===== src/rtl/mdc_pkg.sv =====
package mdc_pkg;
    localparam int MDC_DIV_W   = 6;
    localparam int MDC_DIV_LSB = 1;
    localparam int MDC_CTRL_W  = 32;

    typedef struct packed {
        logic rise;
        logic fall;
    } mdc_edge_t;
endpackage


===== src/rtl/mdc_divreg.sv =====
module mdc_divreg #(
    parameter int DIV_W   = mdc_pkg::MDC_DIV_W,
    parameter int DIV_LSB = mdc_pkg::MDC_DIV_LSB,
    parameter int CTRL_W  = mdc_pkg::MDC_CTRL_W
) (
    input  logic              clk,
    input  logic              rst,
    input  logic              we_i,
    input  logic [CTRL_W-1:0] wdata_i,
    output logic [DIV_W-1:0]  div_o,
    output logic [DIV_W-1:0]  div_next_o,
    output logic [CTRL_W-1:0] rdata_o
);
    localparam int DIV_MSB = DIV_LSB + DIV_W - 1;

    typedef struct packed {
        logic [DIV_W-1:0] div;
    } reg_t;

    reg_t r_d, r_q;

    always_comb begin
        r_d = r_q;
        if (we_i) begin
            r_d.div = wdata_i[DIV_MSB:DIV_LSB];
        end
    end

    always_ff @(posedge clk) begin
        if (rst) begin
            r_q <= '0;
        end else begin
            r_q <= r_d;
        end
    end

    assign div_o      = r_q.div;
    assign div_next_o = r_d.div;

    always_comb begin
        rdata_o                  = '0;
        rdata_o[DIV_MSB:DIV_LSB] = r_q.div;
    end
endmodule


===== src/rtl/mdc_halfcnt.sv =====
module mdc_halfcnt #(
    parameter int DIV_W = mdc_pkg::MDC_DIV_W
) (
    input  logic                clk,
    input  logic                rst,
    input  logic [DIV_W-1:0]    div_next_i,
    output logic                mdc_o,
    output mdc_pkg::mdc_edge_t  edge_o
);
    localparam logic [DIV_W-1:0] ONE = DIV_W'(1);

    typedef struct packed {
        logic             run;
        logic             mdc;
        logic             rise;
        logic             fall;
        logic [DIV_W-1:0] cnt;
    } hc_t;

    hc_t s_d, s_q;
    logic div_nz;

    assign div_nz = (div_next_i != '0);

    always_comb begin
        s_d      = s_q;
        s_d.rise = 1'b0;
        s_d.fall = 1'b0;
        if (!s_q.run) begin
            s_d.mdc = 1'b0;
            if (div_nz) begin
                s_d.run = 1'b1;
                s_d.cnt = div_next_i - ONE;
            end
        end else if (s_q.cnt != '0) begin
            s_d.cnt = s_q.cnt - ONE;
        end else if (div_nz) begin
            s_d.mdc  = ~s_q.mdc;
            s_d.rise = ~s_q.mdc;
            s_d.fall = s_q.mdc;
            s_d.cnt  = div_next_i - ONE;
        end else begin
            s_d.run  = 1'b0;
            s_d.cnt  = '0;
            s_d.mdc  = 1'b0;
            s_d.fall = s_q.mdc;
        end
    end

    always_ff @(posedge clk) begin
        if (rst) begin
            s_q <= '0;
        end else begin
            s_q <= s_d;
        end
    end

    assign mdc_o       = s_q.mdc;
    assign edge_o.rise = s_q.rise;
    assign edge_o.fall = s_q.fall;
endmodule


===== src/rtl/mdc_frame_gate.sv =====
module mdc_frame_gate #(
    parameter int DIV_W = mdc_pkg::MDC_DIV_W
) (
    input  logic             clk,
    input  logic             rst,
    input  logic [DIV_W-1:0] div_i,
    input  logic             req_i,
    output logic             ack_o
);
    typedef struct packed {
        logic ack;
    } fg_t;

    fg_t g_d, g_q;

    always_comb begin
        g_d     = g_q;
        g_d.ack = req_i && (div_i != '0);
    end

    always_ff @(posedge clk) begin
        if (rst) begin
            g_q <= '0;
        end else begin
            g_q <= g_d;
        end
    end

    assign ack_o = g_q.ack;
endmodule


===== src/rtl/mdc_clkgen.sv =====
module mdc_clkgen #(
    parameter int DIV_W   = mdc_pkg::MDC_DIV_W,
    parameter int DIV_LSB = mdc_pkg::MDC_DIV_LSB,
    parameter int CTRL_W  = mdc_pkg::MDC_CTRL_W
) (
    input  logic              clk,
    input  logic              rst,
    input  logic              ctrl_we_i,
    input  logic [CTRL_W-1:0] ctrl_wdata_i,
    output logic [CTRL_W-1:0] ctrl_rdata_o,
    input  logic              frame_req_i,
    output logic              frame_ack_o,
    output logic              mdc_o,
    output logic              mdc_rise_o,
    output logic              mdc_fall_o
);
    logic [DIV_W-1:0]   div_q;
    logic [DIV_W-1:0]   div_next;
    mdc_pkg::mdc_edge_t edge_s;

    mdc_divreg #(.DIV_W(DIV_W), .DIV_LSB(DIV_LSB), .CTRL_W(CTRL_W)) u_divreg (
        .clk       (clk),
        .rst       (rst),
        .we_i      (ctrl_we_i),
        .wdata_i   (ctrl_wdata_i),
        .div_o     (div_q),
        .div_next_o(div_next),
        .rdata_o   (ctrl_rdata_o)
    );

    mdc_halfcnt #(.DIV_W(DIV_W)) u_halfcnt (
        .clk       (clk),
        .rst       (rst),
        .div_next_i(div_next),
        .mdc_o     (mdc_o),
        .edge_o    (edge_s)
    );

    mdc_frame_gate #(.DIV_W(DIV_W)) u_gate (
        .clk  (clk),
        .rst  (rst),
        .div_i(div_q),
        .req_i(frame_req_i),
        .ack_o(frame_ack_o)
    );

    assign mdc_rise_o = edge_s.rise;
    assign mdc_fall_o = edge_s.fall;
endmodule


===== config.mk =====
export PLATFORM = sky130hd
export DESIGN_NAME = mdc_clkgen
export DESIGN_NICKNAME = d
export VERILOG_FILES = /design/src/rtl/mdc_pkg.sv /design/src/rtl/mdc_divreg.sv /design/src/rtl/mdc_halfcnt.sv /design/src/rtl/mdc_frame_gate.sv /design/src/rtl/mdc_clkgen.sv
export SDC_FILE = /design/constraint.sdc
export NUM_CORES = 1
export LEC_CHECK = 0
export ABC_AREA = 1
export BUFFER_PORTS_ARGS = -buffer_cell sky130_fd_sc_hd__buf_2
export CAP_MARGIN = 0
export CELL_PAD_IN_SITES_DETAIL_PLACEMENT = 0
export CELL_PAD_IN_SITES_GLOBAL_PLACEMENT = 1
export CORE_MARGIN = 3
export CORE_UTILIZATION = 29
export CTS_CLUSTER_SIZE = 28
export DETAILED_ROUTE_END_ITERATION = 7
export PLACE_DENSITY_LB_ADDON = 0.3
export SLEW_MARGIN = 10
export SYNTH_ARGS = -nofsm -noshare
export SYNTH_HDL_FRONTEND = slang
export SYNTH_HIERARCHICAL = 1
export SYNTH_SLANG_ARGS = --single-unit
export TNS_END_PERCENT = 100

===== constraint.sdc =====
create_clock -name clk -period 1.77 [get_ports clk]
set_input_delay 0 -clock clk [delete_from_list [all_inputs] [get_ports clk]]
set_output_delay 0 -clock clk [all_outputs]
set_load 0.01 [all_outputs]

# ---- Word level (Yosys, flattened, before mapping)
# Cells that the tools add are included.
dict set report totals {
  reg_bits 17
  input_bits 36
}
dict set report op_classes {
  reduce_logical 7
  n_bitwise 2
  muxes 9
  addsub 2
}
# op n
set ops {}
lappend ops {{6-bit two-way mux} 5}
lappend ops {{6-bit nonzero test} 3}
lappend ops {{6-bit by 1-bit subtractor with 6-bit output, second input constant} 2}
lappend ops {{4-bit two-way mux} 1}
lappend ops {{3-bit OR reduction} 1}
lappend ops {{1-bit two-way mux} 2}
lappend ops {{2-bit two-way mux} 1}
lappend ops {{1-bit inverter} 2}
lappend ops {{2-bit nonzero test} 1}
lappend ops {{2-bit OR reduction} 1}
lappend ops {{1-bit logical AND} 1}

# ---- Depth between registers and ports, before layout
# Gate-level depths: netlist (run 1).
dict set report depth {
  word_depth 5
  ltp_mapped 12
}

# ---- Hierarchy
# Netlist (run 1), hierarchy kept.
# module cells_per_inst instances seq_area_each_um2 area_per_inst_um2
set modules_own_cells {}
lappend modules_own_cells {mdc_halfcnt 110 1 200.2 754.5}
lappend modules_own_cells {mdc_divreg 82 1 120.1 528.0}
lappend modules_own_cells {mdc_frame_gate 9 1 20.0 56.3}

# ---- Least setup slack after synthesis (run 1)
# No wires, ideal clock.
dict set report synth_timing {
  kind {register to register}
  startpoint {register u_divreg.r_q, in the netlist u_divreg/div_o[0]}
  endpoint {register u_halfcnt/s_q[0] (netlist name)}
  path_stages_with_launch 13
  arrival_ps 1343
  slack_ps 363
  period_less_slack_ps 1407
  path_cell_list {dfxtp_1 > inv_1 > nand2_1 > nand2_1 > inv_1 > inv_1 > ha_1 > nand2_1 > nor2_4 > nand2_2 > o21ai_1 > nor2_1 > nor2_1}
}
dict set report synth_between {
  elab_chain_cells 5
  elab_cells_between_ends 8
  classes_between {1 x add/sub; 5 x mux; 2 x reduce/logical}
}
# element line
set synth_rtl {}
lappend synth_rtl {{start, declared} mdc_divreg.sv:20} ;# reg_t r_d, r_q;
lappend synth_rtl {{start signal, assigned} mdc_divreg.sv:33} ;# r_q <= r_d;
lappend synth_rtl {{6-bit two-way mux *} mdc_divreg.sv:24} ;# if (we_i) begin
lappend synth_rtl {{net div_next[0]} mdc_clkgen.sv:18} ;# logic [DIV_W-1:0] div_next;
lappend synth_rtl {{6-bit by 1-bit subtractor with 6-bit output or 6-bit nonzero test (tied branches)} {mdc_halfcnt.sv:33, mdc_halfcnt.sv:41, mdc_halfcnt.sv:23}}
lappend synth_rtl {{6-bit two-way mux} mdc_halfcnt.sv:37} ;# end else if (div_nz) begin
lappend synth_rtl {{6-bit two-way mux} mdc_halfcnt.sv:35} ;# end else if (s_q.cnt != '0) begin
lappend synth_rtl {{6-bit two-way mux} mdc_halfcnt.sv:29} ;# if (!s_q.run) begin
lappend synth_rtl {{end signal, assigned} mdc_halfcnt.sv:52} ;# s_q <= '0;
lappend synth_rtl {{end signal, assigned} mdc_halfcnt.sv:54} ;# s_q <= s_d;
lappend synth_rtl {{end, declared} mdc_halfcnt.sv:20} ;# hc_t s_d, s_q;
# The timed path passes the listed nets; every way through them passes the cells marked *. The select of a mux whose other input is x is not followed.
# A chain may end at the register's enable or synchronous reset.

# ---- Worst setup path in the final report (run 1)
# Ends and elaborated chain as after synthesis.

==> results_dict.tcl, run 1 <==
set metrics [dict create \
    outcome "finished, final reports clean" \
    crit_arrival_ps 1800 \
    grt_pass1_vias 910 \
    maxCapViolCount 0 \
    final_max_slew_viol_count 0 \
    design.core.area_mm2 0.00441 \
    grt_pass1_wl_mm 3.97 \
    place.detailed.hpwl_mm 1.95 \
    final_common_cell "nand2_1" \
    synthesis.area_mm2 0.00134 \
    die-area_mm2 0.00547 \
    cts-root-buf "clkbuf_8" \
    netlist.area_leader.share_pct 25.4 \
    vias_per_cell 3.88 \
    yosysUniqueCellTypes 24 \
    cts_made_buffers 3 \
    synth.avg_cell_area_um2 6.66 \
    fill_cells 510 \
    htreeDepth 1 \
    cp_max_fo 5 \
    port_buffers 19 \
    ys_seq_area_share_pct 25.4 \
    grt_max_degree 16 \
    area_growth_pct 2.06 \
    required_ps 1960 \
    min_from "frame_req_i" \
    place_congestion 0.696 \
    num_rows 24 \
    yosysTopAreaCell "dfxtp_1" \
    whs_ps 36.0 \
    grt_overflow 0 \
    grt_usage_pct 9.25 \
    die_height_um 73.9 \
    antennaDiodeCount 0 \
    rr_endpoint "u_halfcnt/s_q[0]" \
    clockBufferDepth 2 \
    finalClockSkew_ps 0.893 \
    ir_drop_mv 0.230 \
    io_pins 72 \
    cts.sinks 17 \
    fin_setup_tns_ps 0 \
    cts-resized-gates 0 \
    rsz0062_at_grt "false" \
    drtPass1Iterations 4 \
    path_class "reg -> reg" \
    leakagePower_nw 0.779 \
    hold_violations 0 \
    hold_class "in -> reg" \
    fmax_mhz 624 \
    synth_seq_cells 17 \
    antenna_found_initial 0 \
    clk-insertion-delay-late_ps 250 \
    die_x_um 73.9 \
    ys_warn_count 6 \
    crit_path_end_kind "flip-flop" \
    r2r_cells 12 \
    ant_nets 0 \
    start_kind "flip-flop" \
    final_cell_mix "nand2_1, inv_1, conb_1, nor2_1, buf_2" \
    multiInputGateArea_um2 684 \
    min_path_cells 5 \
    holdPathEnd "u_gate/ack_o" \
    post-route-period-util_pct 90.6 \
    vias 1029 \
    r2r_setup_slack_ps 170 \
    cts_tree "built" \
    drt_wl_total_mm 2.44 \
    setup_viol 0 \
    min_period_ps 1600 \
    initial_core_util_pct 30.3 \
    drt-initial-drc-count 47 \
    nNetsFinal 253 \
    routedWlPerCell_um 9.19 \
    seq_area_um2 340 \
    drive_above_1_share_pct 19.2 \
    synth_area_leaders "dfxtp_1, buf_4, nand2_1, inv_1, nor2_1" \
    drc 0 \
    reg2reg_from "u_divreg/div_o[0]" \
    synthCells 201 \
    path_clk_slew_ps 70 \
    post_cts_buffers 0 \
    p_per_area_mw_per_mm2 832 \
    cts_hold_buf 0 \
]
==> metal layers <==
layer | GRT usage (%) | share of wire, %
met3 | 1.22 | 5.3
met2 | 14.4 | 44
met4 | 4.23 | 0.86
met5 | 0 | 0
met1 | 12.7 | 49
==> Yosys cell counts <==
master,count
o21ai_1,2
inv_2,3
conb_1,1
o21ai_0,1
nand2_4,2
ha_1,3
nor2_1,23
nand3b_1,1
dfxtp_1,17
xnor2_1,1
clkbuf_8,1
nand2_2,2
buf_1,1
nand4_1,4
nand3_4,2
nor2_4,5
nand2_1,48
nand3_1,6
a21oi_2,1
inv_1,33
xor2_1,2
buf_4,34
a21oi_1,5
nor2_2,3
==> sequential cells by signal, indices dropped and copies added, names as in the netlist <==
| signal | cells |
|---|---|
| u_halfcnt/s_q | 7 |
| u_divreg/div_o | 6 |
| u_halfcnt/edge_o | 2 |
| u_gate/ack_o | 1 |
| u_halfcnt/mdc_o | 1 |
==> worst max path at each step <==
stage	startpoint	slack (ps)	end	cells after the start
floorplan	u_divreg/div_o[0]	360	u_halfcnt/s_q[0]	12
global placement	u_divreg/div_o[0]	180	u_halfcnt/s_q[1]	11
detailed placement	u_divreg/div_o[0]	190	u_halfcnt/s_q[1]	11
CTS	u_divreg/div_o[0]	160	u_halfcnt/s_q[1]	11
global route	u_divreg/div_o[0]	3	u_halfcnt/s_q[0]	12
finish	u_divreg/div_o[0]	170	u_halfcnt/s_q[0]	12
==> area by class of cell <==
class / count / share of cell area, %
Clock buffer: 3 / 3.02
Clock inverter: 1 / 0.366
Inverter: 36 / 9.89
Multi-Input combinational cell: 137 / 50.1
Sequential cell: 17 / 24.9
Tap cell: 52 / 4.76
Timing Repair Buffer: 19 / 6.96
==> worst max-delay path, stage by stage (launching register included) <==
cell	delay, ps
dfxtp_1	330
inv_1	60
nand2_1	40
nand2_1	80
inv_1	60
inv_1	140
ha_1	230
nand2_1	120
nor2_4	170
nand2_2	70
o21ai_1	110
nor2_1	50
nor2_1	70
==> report_power, final <==
| part | switching, mW | internal, mW | total (mW) |
|---|---|---|---|
| Sequential | 0.0387 | 0.423 | 0.462 |
| Clock | 0.141 | 0.156 | 0.298 |
| Combinational | 0.244 | 0.133 | 0.377 |
==> logic make-up (layout without fill, tap and decap cells) <==
group | after synthesis | after routing | synth area share, %
and+or+nand+nor | 96 | 96 | 35.4
buffers and inverters | 72 | 59 | 30.5
DFF | 17 | 17 | 25.4
AOI/OAI and AO/OA | 9 | 9 | 3.64
adders and majority gates | 3 | 3 | 2.80
xor gates and xnor gates | 3 | 3 | 1.96
other | 1 | 26 | 0.280
==> per-stage QoR <==
stage | std cells | utilization [%] | setup WS, ps | total power, mW | cell area [µm²]
floorplan | 226 | - | 363 | 0.826 | 1430
global placement | 261 | 29.9 | 184 | 0.853 | 1320
detailed placement | 261 | 29.9 | 190 | 0.851 | 1320
CTS | 265 | 31.0 | 164 | 1.15 | 1370
global route | 265 | 31.0 | 3.32 | 1.24 | 1370
finish | 265 | 31.0 | 167 | 1.14 | 1370
No activity file was read; power rests on OpenSTA's default activity.
==> run 2: changes to the inputs <==
- ABC_AREA: 1 -> unset
- CORE_UTILIZATION: 29 -> 30
==> run 2 against run 1 <==
First-iteration DRC count fell by 81%; utilization increased by 6.4 points; maximum frequency fell by 5.6%; synthesized cell count fell by 32%; critical path type unchanged; critical endpoint unchanged.
==> results_dict.tcl, run 2 <==
set metrics [dict create \
    layout_setup_ws_ps 71.6 \
    grt_max_degree 17 \
    final_max_slew_viol_count 0 \
    placedInstanceArea_mm2 0.00131 \
    netlist.area_leader.share_pct 27.9 \
    met2_length_mm 1.24 \
    seq_area_um2 343 \
    crit_chain "inv_2 > ha_4 > or4b_4 > o21ai_4 > buf_6 > o21ai_1 > nand2_1 > a21oi_2" \
    multiInputGateArea_um2 713 \
    async_flop_share_pct 0 \
    min_period_ps 1700 \
    fmax_mhz 589 \
    final_common_cell "conb_1" \
    synth-edff-count 0 \
    yosysTopAreaCell "dfxtp_1" \
    area_growth_pct 16.3 \
    fill_cells 399 \
    final_cells 214 \
    drt_wl_total_mm 2.53 \
    path_class "reg -> reg" \
    clk-insertion-delay-late_ps 250 \
    yosysMostFrequentCell "buf_4" \
    place_ws_ps -44.1 \
    cts_made_buffers 3 \
    grt_overflow 0 \
    antenna_found_initial 0 \
    place_congestion 0.814 \
    path_clk_slew_ps 70 \
    routed.top_layer "met4" \
    io_pins 72 \
    required_ps 1900 \
    ir_drop_mv 0.417 \
    synth_flop_cell "dfxtp_1" \
    power_mw 1.32 \
    port_buffers 19 \
    synthCells 137 \
    critPathMaxStageDelay_ps 510 \
    fin_util_pct 37.4 \
    cp_top_family "simple AND/OR/NAND/NOR gates" \
    final_cell_mix "conb_1, buf_2, buf_4, dfxtp_1" \
    ys_seq_area_share_pct 27.9 \
    antennaDiodeCount 0 \
    wl_met1_mm 1.09 \
    outcome "finished, final reports clean" \
    yosys-top-cells-count "buf_4, dfxtp_1, nor2b_1, mux2_4, nor2_1" \
    regMostFlops "u_halfcnt/s_q" \
    drive_above_1_share_pct 40.4 \
    crit_path_end_kind "flip-flop" \
    ant_nets 0 \
    ys_warn_count 6 \
    setup_viol 0 \
    die_x_um 69.8 \
    nNetsFinal 206 \
    cts.sinks 17 \
    largest_reg_flops 7 \
    final_area_mm2 0.00142 \
    drt-initial-drc-count 9 \
    synthesis.area_mm2 0.00122 \
    crit_arrival_ps 1830 \
    clockBufferDepth 2 \
    synth_seq_cells 17 \
    die-area_mm2 0.00487 \
    hold_violations 0 \
    num_rows 22 \
    cts_tree "built" \
    p_per_area_mw_per_mm2 932 \
    cp_max_fo 4 \
    hold_class "in -> reg" \
    grt_usage_pct 9.89 \
    place.detailed.hpwl_mm 1.89 \
    start_kind "flip-flop" \
    grt_pass1_vias 870 \
    vias 934 \
    yosysUniqueCellTypes 42 \
    synth.avg_cell_area_um2 8.91 \
    cts-root-buf "clkbuf_8" \
    drtPass1Iterations 4 \
    initial_core_util_pct 32.1 \
    finalClockSkew_ps 2.69 \
    path_buf_inv 2 \
    wl_met3_um 169 \
    maxCapViolCount 0 \
    cp_slowest_cell "or4b_4" \
    vias_per_cell 4.36 \
    synth_area_leaders "dfxtp_1, buf_4, mux2_4, nor2b_1, ha_1" \
    htreeDepth 1 \
    grt_pass1_wl_mm 3.95 \
    routedWlPerCell_um 11.8 \
    design.core.area_mm2 0.00380 \
    die_height_um 69.8 \
    leakagePower_nw 0.676 \
    dp.cells 207 \
    post-route-period-util_pct 96.0 \
    drc 0 \
]
==> run 2: final timing paths <==
path | startpoint | endpoint | slack (ps) | depth (start not counted)
worst min register to register | u_halfcnt/mdc_o | u_halfcnt/edge_o[1] | 460 | 1
worst max-delay path | u_halfcnt/s_q[1] | u_halfcnt/s_q[0] | 70 | 8
worst max register to register | u_halfcnt/s_q[1] | u_halfcnt/s_q[0] | 70 | 8
worst min-delay path | rst | u_halfcnt/s_q[1] | 120 | 2
==> run 2: through the flow <==
stage	hold WS, ps	TNS [ps]
finish	123	0
global route	131	-1.20
CTS	123	0
detailed placement	246	-58.3
global placement	239	0
floorplan	71.6	0
==> run 2: cell type report <==
class	instances	area share, %
clock buffer	4	3.17
inverter	5	1.32
sequential	17	24.1
timing repair buffer	37	16.9
tap	48	4.23
multi-input combinational	103	50.2
==> run 2: repair_timing <==
action,4_1_cts,5_1_grt
pin swaps,0,6
resized for setup,1,12
endpoints found under the setup margin,2,6
endpoints found under the hold margin,1,0
setup buffers,0,2
hold buffers,1,0
==> run 2: per-layer routing <==
metal,track usage [%],vias up
met1,11.4,431
met5,0,-
met3,3.91,4
li1,-,464
met4,2.77,0
met2,16.9,35
==> run 2: logic make-up (layout without fill, tap and decap cells) <==
| group | Yosys count | after routing | share of synthesized area, % |
|---|---|---|---|
| simple gates | 42 | 42 | 20.2 |
| buf+inv | 42 | 46 | 24.1 |
| flops | 17 | 17 | 27.9 |
| other cells | 1 | 26 | 0.307 |
| mux | 9 | 9 | 10.2 |
| compound gates | 20 | 20 | 12.1 |
| fa+ha+maj | 3 | 3 | 3.07 |
| xor+xnor | 3 | 3 | 2.15 |
==> run 2: where the power goes <==
group	switching, mW	total, mW	internal [mW]
sequential	0.0496	0.482	0.432
clock	0.133	0.293	0.160
combinational	0.268	0.549	0.281
total	0.451	1.32	0.873
